--- src/rtl/dbg_trig_unit.sv ---
module dbg_trig_unit #(
  parameter int AW = 32,
  parameter int DW = 32
) (
  input  logic          clk,
  input  logic          rst_n,
  input  logic          wr_en,
  input  logic [2:0]    wr_sel,
  input  logic [31:0]   wr_data,
  input  logic          soft_clr,
  input  logic          bus_valid,
  input  logic [AW-1:0] bus_addr,
  input  logic [DW-1:0] bus_data,
  input  logic          insn_valid,
  input  logic [AW-1:0] insn_pc,
  output logic          halt_req,
  output logic          dbg_irq,
  output logic          armed
);
  localparam int CW = 9;

  logic [AW-1:0] addr_lo, addr_hi, pc_ref, pc_msk;
  logic [DW-1:0] data_ref, data_msk;
  logic [CW-1:0] ctrl;

  always_ff @(posedge clk or negedge rst_n) begin
    if (!rst_n) begin
      addr_lo <= '0; addr_hi <= '0; pc_ref <= '0; pc_msk <= '0;
      data_ref <= '0; data_msk <= '0; ctrl <= '0;
    end else if (wr_en) begin
      case (wr_sel)
        3'd0: addr_lo  <= wr_data[AW-1:0];
        3'd1: addr_hi  <= wr_data[AW-1:0];
        3'd2: data_ref <= wr_data[DW-1:0];
        3'd3: data_msk <= wr_data[DW-1:0];
        3'd4: pc_ref   <= wr_data[AW-1:0];
        3'd5: pc_msk   <= wr_data[AW-1:0];
        3'd6: ctrl     <= wr_data[CW-1:0];
        default: ;
      endcase
    end
  end

  wire in_rng = (bus_addr >= addr_lo) && (bus_addr <= addr_hi);
  wire m_addr = bus_valid && (in_rng ^ ctrl[6]);
  wire m_data = bus_valid && (((bus_data ^ data_ref) & ~data_msk) == '0);
  wire m_pc   = insn_valid && (((insn_pc ^ pc_ref) & ~pc_msk) == '0);
  wire [2:0] hits = {m_pc, m_data, m_addr};

  wire lvl1 = (|ctrl[2:0]) && ((hits | ~ctrl[2:0]) == 3'b111);
  wire lvl2 = (|ctrl[5:3]) && ((hits | ~ctrl[5:3]) == 3'b111);
  wire dual = ctrl[7];
  wire fire = dual ? (armed && lvl2) : lvl1;

  always_ff @(posedge clk or negedge rst_n) begin
    if (!rst_n) begin
      armed <= 1'b0; halt_req <= 1'b0; dbg_irq <= 1'b0;
    end else begin
      halt_req <= fire && !ctrl[8];
      dbg_irq  <= fire && ctrl[8];
      if (soft_clr || fire) armed <= 1'b0;
      else if (dual && lvl1) armed <= 1'b1;
    end
  end
endmodule

--- config.mk ---
export PLATFORM = sky130hd
export DESIGN_NAME = dbg_trig_unit
export DESIGN_NICKNAME = d
export VERILOG_FILES = /design/src/rtl/dbg_trig_unit.sv
export SDC_FILE = /design/constraint.sdc
export NUM_CORES = 1
export LEC_CHECK = 0
export BUFFER_PORTS_ARGS = -buffer_cell sky130_fd_sc_hd__buf_2
export CAP_MARGIN = 20
export CORE_MARGIN = 5
export CORE_UTILIZATION = 60
export DETAILED_ROUTE_END_ITERATION = 7
export GPL_ROUTABILITY_DRIVEN = 0
export PLACE_DENSITY = 0.83
export SLEW_MARGIN = 20
export SYNTH_ARGS = -nofsm -noshare
export SYNTH_HDL_FRONTEND = slang
export SYNTH_SLANG_ARGS = --single-unit
export TNS_END_PERCENT = 5
--- constraint.sdc ---
create_clock -name clk -period 3.6 [get_ports clk]
set_input_delay 0.18 -clock clk [delete_from_list [all_inputs] [get_ports clk]]
set_output_delay 0.18 -clock clk [all_outputs]
set_load 0.01 [all_outputs]
### Word-level counts from Yosys, hierarchy flattened

Cells that the tools add are included.

* order comparisons: 2
* equality and inequality tests: 8
* multiplexer cells: 3
* bitwise operators: 11
* reduce and logical (&&, ||, !) cells: 25

Operators by type and width (count)
* 32-bit AND: 2
* 32-bit logical NOT: 2
* 32-bit inverter: 2
* 32-bit bitwise XOR: 2
* 32-bit >= comparator: 1
* 32-bit less-or-equal comparator: 1
* 3-bit equality test, second input constant: 5
* 2-bit AND reduction: 7
* 1-bit logical AND: 10
* 3-bit by 2-bit equality test with 1-bit output, second input constant: 2
* 3-bit inverter: 2
* 3-bit bitwise OR: 2
* 3-bit OR reduction: 2
* 3-bit by 1-bit equality test with 1-bit output, second input constant: 1
* 3-bit logical NOT: 1
* 1-bit 2-to-1 mux: 3
* 2-bit nonzero test: 1
* 1-bit logical NOT: 1
* 1-bit logical OR: 1
* 1-bit bitwise XOR: 1

* register bits: 204
* output and inout bits: 3
* logic and storage cells: 59

### Logic depth before layout (Yosys ltp)

Gate-level depths: netlist of the first run.

* depth after elaboration: 11
* gate-level depth with buffers: 11

### Worst setup path after synthesis of the first run

Ideal clock, no wire load.

* path kind: register -> register
* start point: register addr_hi[14]
* end point: register armed
* library setup time: 0.080 ns
* data arrival time: 2.332 ns
* required time: 3.520 ns
* path slack: 1.189 ns
* stages on the path, launching flop included: 12
* path buffers: 0
* cell sequence: dfrtp_1 -> inv_1 -> ha_1 -> a21oi_1 -> nand2_1 -> a21o_1 -> o41a_1 -> o31a_1 -> a311oi_1 -> nand2_1 -> a22oi_2 -> nor3b_2

* longest elaborated chain between the ends: 11
* elaborated cells on any way between the ends: 16

Ends and longest elaborated chain
* start, declared: line 22 `logic [AW-1:0] addr_lo, addr_hi, pc_ref, pc_msk;`
* start signal, assigned: line 33 `3'd1: addr_hi <= wr_data[AW-1:0];`
* 32-bit less-or-equal comparator *: line 44 `wire in_rng = (bus_addr >= addr_lo) && (bus_addr <= addr_hi);`
* 1-bit logical AND *: line 44
* 1-bit bitwise XOR *: line 45 `wire m_addr = bus_valid && (in_rng ^ ctrl[6]);`
* 1-bit logical AND *: line 45
* 3-bit bitwise OR: line 51 `wire lvl2 = (|ctrl[5:3]) && ((hits | ~ctrl[5:3]) == 3'b111);`
* 3-bit equality test: line 51
* 1-bit logical AND: line 51
* 1-bit logical AND: line 53 `wire fire = dual ? (armed && lvl2) : lvl1;`
* 1-bit 2-to-1 mux: line 53
* 1-bit logical OR: line 61 `if (soft_clr || fire) armed <= 1'b0;`
* 1-bit 2-to-1 mux or 2-bit nonzero test (tied branches)
* end signal, assigned: line 57 `armed <= 1'b0; halt_req <= 1'b0; dbg_irq <= 1'b0;`
* end signal, assigned: line 61
* end signal, assigned: line 62 `else if (dual && lvl1) armed <= 1'b1;`
* end, declared: line 18 `output logic armed`

Mark *: on every way between the ends. The rest lies on a longest branch, timed or not.
A chain may end at the register's enable or synchronous reset.

### Worst setup path in the final report of the first run

* start point: register addr_lo[30]
* end point: register armed

* longest elaborated chain between the ends: 11
* elaborated cells on any way between the ends: 16

Ends and longest elaborated chain
* start, declared: line 22
* start signal, assigned: line 32 `3'd0: addr_lo <= wr_data[AW-1:0];`
* 32-bit >= comparator *: line 44
* 1-bit logical AND *: line 44
* 1-bit bitwise XOR *: line 45
* 1-bit logical AND *: line 45
* 3-bit bitwise OR: line 51
* 3-bit equality test: line 51
* 1-bit logical AND: line 51
* 1-bit logical AND: line 53
* 1-bit 2-to-1 mux: line 53
* 1-bit logical OR: line 61
* 1-bit 2-to-1 mux or 2-bit nonzero test (tied branches)

Marks and branches as above.

==> reports/metrics.yaml, run 1 <==
core_area_um2: 16400
hold_path.class: "in2reg"
clockRootBuffer: "clkbuf_16"
finalWirelength_um: 24900
crit_arrival_ns: 3.43
rows: 47
power_uw: 6850
cts_num_sinks: 204
port_buffers: 139
clk_path_buf_depth: 3
yosysTopAreaCell: "dfrtp_1"
reg2regPathDepth: 11
worst_slew_pin_slew_ns: 0.981
switchingPower_uw: 1900
seqPwrFrac: 0.446
fin_skew_ns: 0.0104
die_y_um: 139
powerDensity_nw_per_um2: 583
grt_pass1_vias: 7548
syn_to_final_growth_pct: 17.9
relSlewSlack: 0.342
ioPinCount: 140
drive_gt1_frac: 0.319
final_area_um2: 11700
syn-cell-area_um2: 9950
synth_top_family_by_area: "multiplexers"
crit_path_max_fanout: 3
finalSetupViolCount: 0
rsz0062_at_grt: "false"
hold_violations: 0
ys_seq_area_frac: 0.513
r2r-start: "addr_lo[30]"
grt_overflow: 0
grt.total_usage: 0.259
drv_slew: 0
worstPathRequired_ns: 4.02
postPlaceCellArea_um2: 11000
critPathLaunchType: "flip-flop"
drt_iter0_markers: 472
pwr-share-clk: 0.332
fmax_mhz: 331
min_period_ns: 3.02
synth_fp_nets: 1066
combPwrFrac: 0.222
antenna_cells: 0
max_cap_viol_count: 0
hold_path_depth: 3
yosys_register_bits: 204
internal_power_uw: 4950
crit_type: "reg2reg"
route.detailed.drc: 0
muxShareOfSynthArea: 0.158
dr_total_vias: 7208
start_util: 0.607
antenna_found_initial: 1
vdd_drop_max_uv: 483
fillCellCount: 1104
dp_hpwl_um: 18300
reg2reg_to: "armed"
h-tree-depth: 1
cts_buffers: 22
clk_latency_ns: 0.50
finalCritPeriodShare: 0.838
cts_tree: "done"
setup_tns_ns: 0
grt_pass1_wl_um: 40000
synth_compound_area_frac: 0.0913
avgSynthCellArea_um2: 11.5
synth_xor_area_frac: 0.0563
ant_nets: 0
end_kind: "flip-flop"
firstDrtPassIters: 5
via_per_inst: 5.76
fp.dieW_um: 139
yosys.area_share.simple: 0.0650
synth_cell_types: 39
crit_path_end: "armed"
drt-wirelength-per-cell_um: 19.9
synthAdderAreaFrac: 0.0805
yosys-top-cells-area: "dfrtp_1 51%, mux2_2 16%, ha_1 8.0%"
leakagePower_uw: 0.00538
yosysWarnings: 0
path_clk_slew_ns: 0.06
r2r_setup_slack_ns: 0.58
holdWs_ns: 0.00625
swShare: 0.278
crit_start: "addr_lo[30]"
synth_top_area_share: 0.513
dieArea_um2: 19300
num-nets-final: 1218
synth_cells: 865
status: "completed"
grt_max_degree: 108
[repair_timing]
action	4_1_cts	5_1_grt
gates resized for setup	0	0
hold endpoints to repair	111	0
endpoints found under the setup margin	0	0
buffers inserted	0	0
hold buffers	5	0
[cell type report]
| class | instances | area, um2 | area share |
|---|---|---|---|
| clock inverters | 6 | 80.1 | 0.00682 |
| inverters | 69 | 259 | 0.0221 |
| clock buffers | 33 | 653 | 0.0556 |
| flip-flops and latches | 204 | 5100 | 0.435 |
| multi-input cells | 566 | 4510 | 0.384 |
| well taps | 220 | 275 | 0.0234 |
| repair buffers | 154 | 855 | 0.0728 |
[worst max-delay path, stage by stage (launching register included)]
cell and delay (ns):
dfrtp_1 0.33, inv_1 0.05, ha_1 0.31, nand4_1 0.16, nor4_1 0.74, a221o_1 0.26, a211o_2 0.13, a311oi_1 0.06
a311oi_1 0.34, nand2_1 0.13, a22oi_2 0.23, nor3b_2 0.19
[kinds of logic (layout without fill, tap and decap cells)]
| family | count (synthesis) | count (layout) |
|---|---|---|
| compound gates | 156 | 156 |
| xor+xnor | 64 | 64 |
| fa+ha+maj | 64 | 64 |
| buf+inv | 95 | 262 |
| flops | 204 | 204 |
| mux | 140 | 140 |
| simple gates | 142 | 142 |
[how the worst min path moves through the flow]
stage | start | end | slack [ns]
2_1_floorplan | rst_n | addr_hi[0] | -0.12
3_3_place_gp | rst_n | addr_lo[18] | 0.35
3_5_place_dp | rst_n | addr_hi[16] | 0.36
4_1_cts | wr_data[10] | addr_lo[10] | 0.002
5_1_grt | wr_data[14] | addr_hi[14] | 0.02
6_report | wr_data[10] | addr_lo[10] | 0.006
[power groups by stage]
stage	clock (uW)	combinational [uW]	sequential, uW
final	2270	1520	3050
after global routing	2390	1710	3100
after CTS	2300	1530	3050
after detailed placement	0	1500	3080
after global placement	0	1440	3050
after floorplan	0	1040	3010
[per-layer routing]
metal,wire (um),global-route usage,part of all wire,vias up
met5,12,0,0.00048,-
met4,838,0.0855,0.034,2
met3,1790,0.0514,0.072,65
met2,11700,0.417,0.47,271
met1,10600,0.357,0.43,3541
li1,-,-,-,3329
[synth_stat cells]
| master | instances |
|---|---|
| dfrtp_1 | 204 |
| mux2_2 | 139 |
| nand2_1 | 86 |
| o21ai_0 | 75 |
| inv_1 | 69 |
| ha_1 | 64 |
| xnor2_1 | 64 |
| a21oi_1 | 28 |
| o22ai_1 | 28 |
| clkbuf_1 | 26 |
| nand3_1 | 11 |
| nor2_1 | 10 |
| nor3_1 | 8 |
| nand4_1 | 7 |
| nor4_1 | 7 |
| a21o_1 | 4 |
| a311oi_1 | 3 |
| nand4b_1 | 3 |
| nor2b_1 | 3 |
| o211ai_1 | 3 |
| a211oi_1 | 2 |
| and4_1 | 2 |
| nor3b_1 | 2 |
| o22a_1 | 2 |
| a2111o_1 | 1 |
| a211o_2 | 1 |
| a21boi_0 | 1 |
| a221o_1 | 1 |
| a221oi_1 | 1 |
| a22oi_2 | 1 |
| and3_2 | 1 |
| mux2i_1 | 1 |
| nand2b_1 | 1 |
| nor3b_2 | 1 |
| o221ai_1 | 1 |
| o311ai_0 | 1 |
| o31a_1 | 1 |
| o41a_1 | 1 |
| o41ai_1 | 1 |
[layout by cell type (no fill, tap or decap), drive strengths merged, types with 5 or more instances in the layout]
cell / count
dfrtp: 204
buf: 148
mux2: 139
nand2: 86
o21ai: 75
inv: 69
xnor2: 64
ha: 64
clkbuf: 34
a21oi: 28
o22ai: 28
nand3: 11
nor2: 10
nor3: 8
nand4: 7
nor4: 7
dlygate4sd3: 5
[registers in the layout (all words and copies together) (netlist names)]
register and count:
addr_hi 32, addr_lo 32, armed 1, ctrl 9, data_msk 32, data_ref 32
dbg_irq 1, halt_req 1, pc_msk 32, pc_ref 32
[per-stage QoR]
stage / std cells / util / worst slack (ns)
after floorplan: 865 / - / 1.19
after global placement: 1208 / 0.668 / 0.794
after detailed placement: 1208 / 0.668 / 0.681
after CTS: 1252 / 0.715 / 0.630
after global routing: 1252 / 0.715 / 0.405
final: 1252 / 0.715 / 0.583
Note: power is estimated with default switching activity, not from simulation.
==> inputs of run 2 (changes only) <==
- CORE_UTILIZATION: 60 -> 58
- PLACE_DENSITY: 0.83 -> 0.81
- clock period: 3.6 -> 2.9 ns (I/O delays scaled with it)
==> run 2 against run 1 <==
Compared with the run above:
- global-route usage hardly changed
- first-iteration DRC count is 7.6% lower
- hold slack better by 0.0051 ns
- count of clock-buffer cells in the layout is 7 lower
- clock power is 28% higher
- sequential power is 24% higher
- combinational power is 27% higher
- wire length is 1.5% higher
- highest routed layer is now met4
==> reports/metrics.yaml, run 2 (same netlist as run 1, synthesis figures left out) <==
cts_num_sinks: 204  # unchanged
finalWorstSetupSlack_ns: 0.165  # was 0.583 ns
switchingPower_uw: 2420  # was 1900 uW
max_cap_viol_count: 0  # unchanged
grt_overflow: 0  # unchanged
seqPwrFrac: 0.439  # was 0.446
cts_buffers: 22  # unchanged
rows: 48  # was 47
clk_path_buf_depth: 3  # unchanged
finalNonFillerCells: 1286  # was 1252
final_util: 0.709  # was 0.715
combPwrFrac: 0.224  # was 0.222
internal_power_uw: 6210  # was 4950 uW
drv_slew: 0  # unchanged
grt_max_degree: 70  # was 108
dp_hpwl_um: 18000  # was 18300 um
dr_total_vias: 7353  # was 7208
setup_tns_ns: 0  # unchanged
grt.total_usage: 0.259  # about the same
drive_gt1_frac: 0.320  # was 0.319
swShare: 0.280  # was 0.278
via_per_inst: 5.72  # was 5.76
fin_skew_ns: 0.00751  # was 0.0104 ns
min_period_ns: 2.73  # was 3.02 ns
status: "completed"  # unchanged
clockRootBuffer: "clkbuf_16"  # unchanged
drt-wirelength-per-cell_um: 19.7  # was 19.9 um
hold_violations: 0  # unchanged
pwr-share-clk: 0.337  # was 0.332
end_kind: "flip-flop"  # unchanged
power_uw: 8630  # was 6850 uW
drt_iter0_markers: 436  # was 472
grt_pass1_vias: 7841  # was 7548
worstPathRequired_ns: 3.32  # was 4.02 ns
route.detailed.drc: 0  # unchanged
finalWirelength_um: 25300  # was 24900 um
cts_tree: "done"  # unchanged
dieArea_um2: 19900  # was 19300 um2
core_area_um2: 17100  # was 16400 um2
ioPinCount: 140  # unchanged
num-nets-final: 1246  # was 1218
finalSetupViolCount: 0  # unchanged
finalCritPeriodShare: 0.943  # was 0.838
path_clk_slew_ns: 0.06  # about the same
crit_arrival_ns: 3.16  # was 3.43 ns
h-tree-depth: 1  # unchanged
port_buffers: 139  # unchanged
final_cell_mix: "204 x dfrtp_1, 139 x mux2_2, 138 x buf_2, 86 x nand2_1, 75 x o21ai_0"  # unchanged
final_common_cell: "dfrtp_1"  # unchanged
leakagePower_uw: 0.00553  # was 0.00538 uW
crit_path_max_fanout: 3  # unchanged
ant_nets: 0  # unchanged
fmax_mhz: 366  # was 331 MHz
powerDensity_nw_per_um2: 714  # was 583 nW/um2
place_worst_setup_slack_ns: 0.209  # was 0.681 ns
clk_latency_ns: 0.50  # about the same
start_util: 0.584  # was 0.607
crit_type: "reg2reg"  # unchanged
antenna_cells: 0  # unchanged
vdd_drop_max_uv: 557  # was 483 uV
relSlewSlack: 0.577  # was 0.342
dp_cells: 1215  # was 1208
die_y_um: 141  # was 139 um
grt_pass1_wl_um: 40800  # was 40000 um
worst_slew_pin_slew_ns: 0.631  # was 0.981 ns
fp.dieW_um: 141  # was 139 um
hold_path.class: "in2reg"  # unchanged
firstDrtPassIters: 4  # was 5
critPathLaunchType: "flip-flop"  # unchanged
syn_to_final_growth_pct: 21.4  # was 17.9%
antenna_found_initial: 0  # was 1
run 2: cell count changes in the layout (fill, tap and decap cells not counted), moves of 2 or more:
cell | previous run | this run
a311oi_1 | 3 | 1
a311oi_2 | 0 | 2
buf_12 | 2 | 4
clkbuf_1 | 6 | 1
clkbuf_8 | 5 | 3
clkinv_2 | 4 | 10
dlygate4sd3_1 | 5 | 31
run 2: final timing paths:
| check | from | to | slack, ns | cells past startpoint |
|---|---|---|---|---|
| min in group asynchronous | rst_n | addr_lo[17] | 0.22 | 2 |
| worst min register to register | ctrl[8] | halt_req | 0.45 | 1 |
| worst min-delay path | wr_data[2] | addr_hi[2] | 0.01 | 3 |
| max in group asynchronous | rst_n | pc_ref[25] | 1.84 | 3 |
| worst max-delay path | addr_hi[14] | armed | 0.17 | 11 |
| worst max register to register | addr_hi[14] | armed | 0.17 | 11 |
run 2: stage by stage:
step / cell area, um2 / hold WS, ns
after floorplan: 9950 / -0.151
after global placement: 11000 / 0.185
after detailed placement: 11000 / 0.180
after CTS: 12100 / 0.00295
after global routing: 12100 / 0.0238
final: 12100 / 0.0113
run 2: metal layers:
layer  track usage  vias to the layer above  routed length (um)
li1              -                     3392                   -
met1         0.351                     3672               10900
met2         0.429                      237               12300
met3        0.0353                       52                1370
met4        0.0938                        0                 804
met5             0                        -                   0
run 2: layout make-up:
type	count	area (um2)
multi-input combinational	566	4530
timing repair buffer	182	1150
inverter	69	259
clock buffer	26	607
fill	1211	4970
sequential	204	5100
clock inverter	14	149
tap	225	282
run 2: what timing repair did:
item,CTS,global route
buffers inserted,0,0
setup endpoints to repair,0,1
gates resized for setup,0,3
endpoints found under the hold margin,133,0
hold buffers,31,0
run 2: worst max-delay path, stage by stage (launching register included):
cell	delay, ns
dfrtp_1	0.36
inv_1	0.07
ha_1	0.25
a21oi_1	0.17
nand2_1	0.08
a21o_1	0.18
o41a_1	0.43
o31a_1	0.32
a311oi_2	0.30
nand2_1	0.11
a22oi_2	0.20
nor3b_2	0.19
run 2: power groups by stage:
stage                     Combinational [uW]  Sequential (uW)  Clock, uW
after floorplan                         1290             3740          0
after global placement                  1780             3790          0
after detailed placement                1860             3820          0
after CTS                               1920             3780       2940
after global routing                    2160             3850       3080
final                                   1930             3790       2910
